<file path="src/rtl/row_policy_pkg.sv">
package row_policy_pkg;
  typedef enum logic {
    POL_OPEN     = 1'b0,
    POL_ADAPTIVE = 1'b1
  } page_pol_e;
endpackage

</file>
<file path="src/rtl/queue_hit_scan.sv">
module queue_hit_scan #(
  parameter int QUEUE_DEPTH = 8,
  parameter int BANK_W      = 3,
  parameter int ROW_W       = 14
) (
  input  logic [BANK_W-1:0]             bank_i,
  input  logic [ROW_W-1:0]              row_i,
  input  logic [QUEUE_DEPTH-1:0]        q_valid_i,
  input  logic [QUEUE_DEPTH*BANK_W-1:0] q_bank_i,
  input  logic [QUEUE_DEPTH*ROW_W-1:0]  q_row_i,
  output logic                          hit_o,
  output logic                          conflict_o
);
  logic [QUEUE_DEPTH-1:0] same_bank, same_row;

  for (genvar e = 0; e < QUEUE_DEPTH; e++) begin : g_entry
    assign same_bank[e] = q_valid_i[e] && (q_bank_i[e*BANK_W +: BANK_W] == bank_i);
    assign same_row[e]  = (q_row_i[e*ROW_W +: ROW_W] == row_i);
  end

  assign hit_o      = |(same_bank & same_row);
  assign conflict_o = |(same_bank & ~same_row);

  always_comb begin
    if (q_valid_i == '0) begin
      assert_scan_ignores_invalid_R6: assert (!hit_o && !conflict_o);
    end
  end
endmodule

</file>
<file path="src/rtl/bank_state.sv">
module bank_state #(
  parameter int ROW_W       = 14,
  parameter int TIME_W      = 32,
  parameter int BURST_W     = 8,
  parameter int BYTES_W     = 16,
  parameter int MAX_ROW_ACC = 16,
  localparam int CNT_W      = (MAX_ROW_ACC < 2) ? 2 : $clog2(MAX_ROW_ACC + 1)
) (
  input  logic               clk_i,
  input  logic               rst_ni,
  input  logic               sel_i,
  input  logic [ROW_W-1:0]   row_i,
  input  logic [BURST_W-1:0] burst_i,
  input  logic [TIME_W-1:0]  now_i,
  input  logic [TIME_W-1:0]  t_access_i,
  input  logic [TIME_W-1:0]  t_ras_i,
  input  logic [TIME_W-1:0]  t_rp_i,
  input  logic               early_close_i,
  output logic [ROW_W-1:0]   row_o,
  output logic               valid_o,
  output logic [TIME_W-1:0]  ready_o,
  output logic               fresh_o,
  output logic               close_o,
  output logic [TIME_W-1:0]  ready_nx_o,
  output logic               rpt_o,
  output logic [BYTES_W-1:0] rpt_bytes_o
);
  logic [ROW_W-1:0]   row_q;
  logic               valid_q;
  logic [TIME_W-1:0]  ready_q, ras_q;
  logic [CNT_W-1:0]   cnt_q;
  logic [BYTES_W-1:0] bytes_q;

  logic               new_row, limit_hit;
  logic [CNT_W-1:0]   cnt_base, cnt_inc;
  logic [TIME_W-1:0]  ras_nx, acc_ready, pre_base;
  logic [BYTES_W-1:0] bytes_acc;

  always_comb begin
    new_row   = !valid_q || (row_q != row_i);
    cnt_base  = new_row ? '0 : cnt_q;
    cnt_inc   = (&cnt_base) ? cnt_base : cnt_base + 1'b1;  // saturate when unlimited
    ras_nx    = new_row ? now_i + t_ras_i : ras_q;
    acc_ready = now_i + t_access_i;
    pre_base  = (acc_ready > ras_nx) ? acc_ready : ras_nx;
    bytes_acc = bytes_q + BYTES_W'(burst_i);
  end

  if (MAX_ROW_ACC == 0) begin : g_nolim
    assign limit_hit = 1'b0;
  end else begin : g_lim
    assign limit_hit = (cnt_inc == CNT_W'(MAX_ROW_ACC));

    assert_cnt_below_limit_R2: assert property (@(posedge clk_i) disable iff (!rst_ni)
      valid_q |-> (cnt_q != '0) && (int'(cnt_q) < MAX_ROW_ACC));
  end

  assign close_o     = sel_i && (limit_hit || early_close_i);
  assign fresh_o     = sel_i && !valid_q;
  assign rpt_o       = sel_i && ((valid_q && new_row) || close_o);
  assign rpt_bytes_o = close_o ? bytes_acc : bytes_q;
  assign ready_nx_o  = close_o ? pre_base + t_rp_i : acc_ready;

  always_ff @(posedge clk_i or negedge rst_ni) begin
    if (!rst_ni) begin
      row_q   <= '0;
      valid_q <= 1'b0;
      ready_q <= '0;
      ras_q   <= '0;
      cnt_q   <= '0;
      bytes_q <= '0;
    end else if (sel_i) begin
      row_q   <= row_i;
      valid_q <= !close_o;
      ready_q <= ready_nx_o;
      ras_q   <= ras_nx;
      cnt_q   <= close_o ? '0 : cnt_inc;
      bytes_q <= close_o ? '0 : (new_row ? BYTES_W'(burst_i) : bytes_acc);
    end
  end

  assign row_o   = row_q;
  assign valid_o = valid_q;
  assign ready_o = ready_q;

  assert_idle_bank_stable_R12: assert property (@(posedge clk_i) disable iff (!rst_ni)
    !sel_i |=> $stable(row_q) && $stable(valid_q) && $stable(ready_q));

  assert_pre_ready_floor_R7: assert property (@(posedge clk_i) disable iff (!rst_ni)
    (sel_i && close_o) |=> !valid_q && (ready_q >= $past(acc_ready) + $past(t_rp_i)));

  assert_bytes_cleared_R10: assert property (@(posedge clk_i) disable iff (!rst_ni)
    (sel_i && close_o) |=> (bytes_q == '0) && (cnt_q == '0));
endmodule

</file>
<file path="src/rtl/row_policy_unit.sv">
module row_policy_unit
  import row_policy_pkg::*;
#(
  parameter int  NUM_BANKS   = 8,
  parameter int  ROW_W       = 14,
  parameter int  TIME_W      = 32,
  parameter int  BURST_W     = 8,
  parameter int  BYTES_W     = 16,
  parameter int  QUEUE_DEPTH = 8,
  parameter int  MAX_ROW_ACC = 16,
  localparam int BANK_W      = (NUM_BANKS > 1) ? $clog2(NUM_BANKS) : 1,
  localparam int ACT_W       = $clog2(NUM_BANKS + 1)
) (
  input  logic                          clk_i,
  input  logic                          rst_ni,
  input  logic                          issue_i,
  input  logic [BANK_W-1:0]             issue_bank_i,
  input  logic [ROW_W-1:0]              issue_row_i,
  input  logic [BURST_W-1:0]            issue_burst_i,
  input  logic [QUEUE_DEPTH-1:0]        q_valid_i,
  input  logic [QUEUE_DEPTH*BANK_W-1:0] q_bank_i,
  input  logic [QUEUE_DEPTH*ROW_W-1:0]  q_row_i,
  input  logic                          policy_i,
  input  logic [TIME_W-1:0]             now_i,
  input  logic [TIME_W-1:0]             t_access_i,
  input  logic [TIME_W-1:0]             t_ras_i,
  input  logic [TIME_W-1:0]             t_rp_i,
  output logic [NUM_BANKS*ROW_W-1:0]    open_row_o,
  output logic [NUM_BANKS-1:0]          row_valid_o,
  output logic [NUM_BANKS*TIME_W-1:0]   ready_at_o,
  output logic                          auto_pre_o,
  output logic [ACT_W-1:0]              active_banks_o,
  output logic [TIME_W-1:0]             all_pre_at_o,
  output logic [BYTES_W-1:0]            row_bytes_o,
  output logic                          row_bytes_vld_o
);
  logic q_hit, q_conf, early;

  queue_hit_scan #(
    .QUEUE_DEPTH(QUEUE_DEPTH), .BANK_W(BANK_W), .ROW_W(ROW_W)
  ) u_scan (
    .bank_i(issue_bank_i), .row_i(issue_row_i),
    .q_valid_i(q_valid_i), .q_bank_i(q_bank_i), .q_row_i(q_row_i),
    .hit_o(q_hit), .conflict_o(q_conf)
  );

  assign early = (page_pol_e'(policy_i) == POL_ADAPTIVE) && !q_hit && q_conf;

  logic [NUM_BANKS-1:0] fresh, close, rpt;
  logic [TIME_W-1:0]    ready_nx [NUM_BANKS];
  logic [BYTES_W-1:0]   rpt_b    [NUM_BANKS];

  for (genvar b = 0; b < NUM_BANKS; b++) begin : g_bank
    bank_state #(
      .ROW_W(ROW_W), .TIME_W(TIME_W), .BURST_W(BURST_W),
      .BYTES_W(BYTES_W), .MAX_ROW_ACC(MAX_ROW_ACC)
    ) u_bank (
      .clk_i, .rst_ni,
      .sel_i        (issue_i && (issue_bank_i == BANK_W'(b))),
      .row_i        (issue_row_i),
      .burst_i      (issue_burst_i),
      .now_i, .t_access_i, .t_ras_i, .t_rp_i,
      .early_close_i(early),
      .row_o        (open_row_o[b*ROW_W +: ROW_W]),
      .valid_o      (row_valid_o[b]),
      .ready_o      (ready_at_o[b*TIME_W +: TIME_W]),
      .fresh_o      (fresh[b]),
      .close_o      (close[b]),
      .ready_nx_o   (ready_nx[b]),
      .rpt_o        (rpt[b]),
      .rpt_bytes_o  (rpt_b[b])
    );
  end

  logic             any_close;
  logic [ACT_W-1:0] active_q, active_nx;
  logic [TIME_W-1:0] all_pre_q, sel_ready;

  assign any_close = |close;
  assign sel_ready = ready_nx[issue_bank_i];
  assign active_nx = active_q + ACT_W'(|fresh) - ACT_W'(any_close);

  always_ff @(posedge clk_i or negedge rst_ni) begin
    if (!rst_ni) begin
      auto_pre_o      <= 1'b0;
      row_bytes_vld_o <= 1'b0;
      row_bytes_o     <= '0;
      active_q        <= '0;
      all_pre_q       <= '0;
    end else begin
      auto_pre_o      <= any_close;
      row_bytes_vld_o <= |rpt;
      if (|rpt) row_bytes_o <= rpt_b[issue_bank_i];
      active_q <= active_nx;
      if (any_close && (active_nx == '0))
        all_pre_q <= (sel_ready > all_pre_q) ? sel_ready : all_pre_q;
    end
  end

  assign active_banks_o = active_q;
  assign all_pre_at_o   = all_pre_q;

  assert_active_matches_open_R8: assert property (@(posedge clk_i) disable iff (!rst_ni)
    int'(active_banks_o) == $countones(row_valid_o));

  assert_allpre_moves_when_idle_R9: assert property (@(posedge clk_i) disable iff (!rst_ni)
    !$stable(all_pre_q) |-> (active_q == '0) && auto_pre_o);

  assert_ap_leaves_bank_closed_R2: assert property (@(posedge clk_i) disable iff (!rst_ni)
    (issue_i && any_close) |=> auto_pre_o && !row_valid_o[$past(issue_bank_i)]);

  assert_plain_open_no_early_R4: assert property (@(posedge clk_i) disable iff (!rst_ni)
    !policy_i |-> !early);
endmodule

</file>
<file path="config.mk">
export PLATFORM = sky130hd
export DESIGN_NAME = row_policy_unit
export DESIGN_NICKNAME = d
export VERILOG_FILES = /design/src/rtl/row_policy_pkg.sv /design/src/rtl/queue_hit_scan.sv /design/src/rtl/bank_state.sv /design/src/rtl/row_policy_unit.sv
export SDC_FILE = /design/constraint.sdc
export NUM_CORES = 2
export LEC_CHECK = 0
export ABC_AREA = 0
export BUFFER_PORTS_ARGS = -buffer_cell sky130_fd_sc_hd__buf_2
export CAP_MARGIN = 20
export CORE_MARGIN = 2
export CORE_UTILIZATION = 35
export CTS_CLUSTER_DIAMETER = 150
export DETAILED_ROUTE_END_ITERATION = 16
export PLACE_DENSITY = 0.59
export REMOVE_ABC_BUFFERS = 1
export SLEW_MARGIN = 20
export SYNTH_ARGS = -nofsm -noshare
export SYNTH_HDL_FRONTEND = slang
export SYNTH_SLANG_ARGS = --single-unit
</file>
<file path="constraint.sdc">
create_clock -name clk_i -period 9.5 [get_ports clk_i]
set_input_delay 0.475 -clock clk_i [delete_from_list [all_inputs] [get_ports clk_i]]
set_output_delay 0.475 -clock clk_i [all_outputs]
set_load 0.01 [all_outputs]
</file>
==> impl_metrics.tcl <==
set metrics [dict create \
    outcome "finished, violations left" \
    violations "negative setup slack" \
    synth.yosys.seq_area_share_pct 28.9 \
    die_w_um 464 \
    area_growth_syn_to_layout_pct 47.0 \
    path_clk_slew_ps 60 \
    power_mw 30.6 \
    grt_pass1_vias 84600 \
    yosys-top-cells-count "nand2_1, o21ai_0, a21oi_1" \
    critPathMaxFanout 13 \
    dieHeight_um 464 \
    std_cell_rows 168 \
    pre_cts_ws_ps -4620 \
    fin_tns_setup_ps -51910 \
    cts_sinks 854 \
    rr_worst_depth 47 \
    post_drt_wl_per_cell_um 32.6 \
    cp-end-kind "flip-flop" \
    via_per_inst 5.86 \
    io_pins 731 \
    slew_headroom_pct 12.9 \
    clkLatencyLatePin_ps 840 \
    track_usage_pct 44.4 \
    finalHoldViolCount 0 \
    ant_nets 0 \
    drc 0 \
    ir_drop_mv 0.179 \
    yosys.area.top_type "dfrtp_1" \
    initial_utilization_pct 35.3 \
    worstSetupStartpointType "input port" \
    synth_top_flop_cell "dfrtp_1" \
    grt_setup_unrepaired "true" \
    min_path_cells 4 \
    synth_edf_count 0 \
    coreArea_um2 210000 \
    grt-ovfl-total 0 \
    cts_root_buf "clkbuf_16" \
    max_freq_ghz 0.0895 \
    io_buffers 730 \
    place.gp.congestion 1.06 \
    first_pass_iters 6 \
    power.density_nw_per_um2 282 \
    hpwl_um 381000 \
    synth_top_cell_area_share_pct 28.9 \
    wl_um 495000 \
    post-synth-top-count-cell "nand2_1" \
    vias 89200 \
    max_slew.worst_pin.slew_ps 1300 \
    avgSynthCellArea_um2 7.95 \
    max_stage_delay_ps 640 \
    maxCapViolCount 0 \
    antenna_found_initial 51 \
    ys_warn_count 0 \
    grt_pass1_wl_um 674000 \
    crit_arrival_ps 11870 \
    drt_iter0_markers 10900 \
    synth_cell_types 106 \
    async_reset_ff_share_pct 100 \
    hold_slack_ps 94.9 \
    leakagePower_nw 52.8 \
    finClkSkew_ps 58.0 \
    finalSetupViolations 32 \
    ys_ff_latch 854 \
    slew_viol_final 0 \
    slowest_stage "or4_4" \
    syn_inst 9300 \
    critical_path_required_ps 10200 \
    die_area_um2 215000 \
    period_minus_slack_ps 11170 \
    finalWorstSetupSlack_ps -1670 \
    holdCritPathClass "in -> reg" \
    grt_max_degree 154 \
    path_class "in -> reg" \
    drive_gt1_share_pct 34.9 \
    final_util_pct 51.8 \
    synth.cell_area_um2 74000 \
    tritoncts "done" \
    path_common_cell "buf_4" \
    numCtsBuffers 112 \
    finalCritPeriodShare_pct 118 \
    htree_levels 3 \
    clock_path_buffers 3 \
    num-nets-final 13200 \
    synthTopCellsByArea "dfrtp_1, ha_1, nand2_1, o21ai_0, a21oi_1" \
]
[layout make-up]
| cell class | instances | area (µm²) |
|---|---|---|
| antenna | 35 | 87.6 |
| clock buffer | 140 | 3130 |
| clock inverter | 71 | 1010 |
| fill | 20300 | 101000 |
| inverter | 226 | 867 |
| multi-input combinational | 7683 | 53400 |
| sequential | 854 | 21400 |
| tap | 2805 | 3510 |
| timing repair buffer | 3392 | 25300 |
[cells by family (layout without fill, tap and decap cells)]
family                     after synthesis  in the layout  share of synthesized area [%]
and+or+nand+nor                       3135           3135                           18.6
AOI/OAI and AO/OA                     2876           2876                           23.5
DFF                                    854            854                           28.9
buffers and inverters                  763           3829                           4.31
adders and majority gates              681            681                           11.7
xor gates and xnor gates               637            637                           7.59
muxes                                  354            354                           5.38
other                                    0             35                              0
[layer usage]
metal	vias up	track usage [%]	share of wire, %
met1	43500	56.9	40
met4	30	29.2	8.2
met3	1272	10.8	10
met5	-	0	0.062
li1	39200	-	-
met2	5178	66.3	42
[where the power goes]
part,internal [mW],switching [mW]
registers,4.49,0.660
clock network,2.85,2.07
logic,9.28,11.3
[path summary, 6_finish.rpt]
| kind | start | end | slack, ps |
|---|---|---|---|
| setup / recovery | t_ras_i[7] | all_pre_at_o[17] | -1670 |
| setup reg to reg | g_bank[0].u_bank.row_o[10] | all_pre_at_o[17] | -1520 |
| hold reg to reg | g_bank[5].u_bank.ready_o[30] | g_bank[5].u_bank.ready_o[30] | 470 |
| max in group asynchronous | rst_ni | g_bank[2].u_bank.ras_q[20] | 6930 |
| hold / removal | issue_row_i[9] | g_bank[6].u_bank.row_o[9] | 90 |
| min in group asynchronous | rst_ni | g_bank[7].u_bank.bytes_q[14] | 280 |
[sequential cells by signal (all words and copies together), names as in the netlist]
register and cells:
active_banks_o 4, all_pre_at_o 32, auto_pre_o 1, g_bank.u_bank.bytes_q 128, g_bank.u_bank.cnt_q 40, g_bank.u_bank.ras_q 256
g_bank.u_bank.ready_o 256, g_bank.u_bank.row_o 112, g_bank.u_bank.valid_o 8, row_bytes_o 16, row_bytes_vld_o 1
[timing repair]
action | 4_1_cts | 5_1_grt
setup buffers | 120 | 42
hold buffers | 2 | 0
hold endpoints to repair | 96 | 0
setup endpoints to repair | 112 | 32
pin swaps | 222 | 151
cloned | 7 | 0
gates resized for setup | 698 | 200
[worst max-delay path, delay by kind of cell]
| kind | cells | cell delay (ps) |
|---|---|---|
| AND/OR/NAND/NOR | 17 | 3010 |
| multiplexers | 2 | 460 |
| adder cells (fa/ha/maj) | 4 | 1170 |
| XOR/XNOR | 1 | 220 |
| buffers and inverters | 17 | 2850 |
| AO/OA/AOI/OAI | 19 | 3570 |
[cells in the final DEF (no fill, tap or decap), types with 40 or more instances in the layout]
| cell | n |
|---|---|
| nor2_1 | 722 |
| inv_1 | 207 |
| buf_2 | 723 |
| and3_1 | 108 |
| clkbuf_16 | 112 |
| o211ai_1 | 50 |
| a21oi_2 | 88 |
| a21o_1 | 223 |
| a31oi_1 | 47 |
| dfrtp_1 | 854 |
| o31ai_1 | 112 |
| mux2i_1 | 252 |
| nand2b_1 | 75 |
| a21oi_1 | 781 |
| o21a_1 | 85 |
| nor2b_1 | 63 |
| xor2_1 | 166 |
| buf_4 | 2473 |
| buf_12 | 92 |
| ha_4 | 40 |
| buf_6 | 86 |
| o21ai_0 | 856 |
| o21bai_1 | 63 |
| ha_1 | 601 |
| nand4_1 | 132 |
| nand2_1 | 1512 |
| a211oi_1 | 46 |
| nor3_1 | 81 |
| nand3_1 | 141 |
| xnor2_1 | 434 |
| o21ai_1 | 52 |
[per-stage QoR]
stage               cells  instance area, µm²
floorplan            8763               71600
global placement    14800               98900
detailed placement  14800               98900
CTS                 15100              107000
global route        15200              109000
finish              15200              109000
Power figures use the tool's default switching activity.
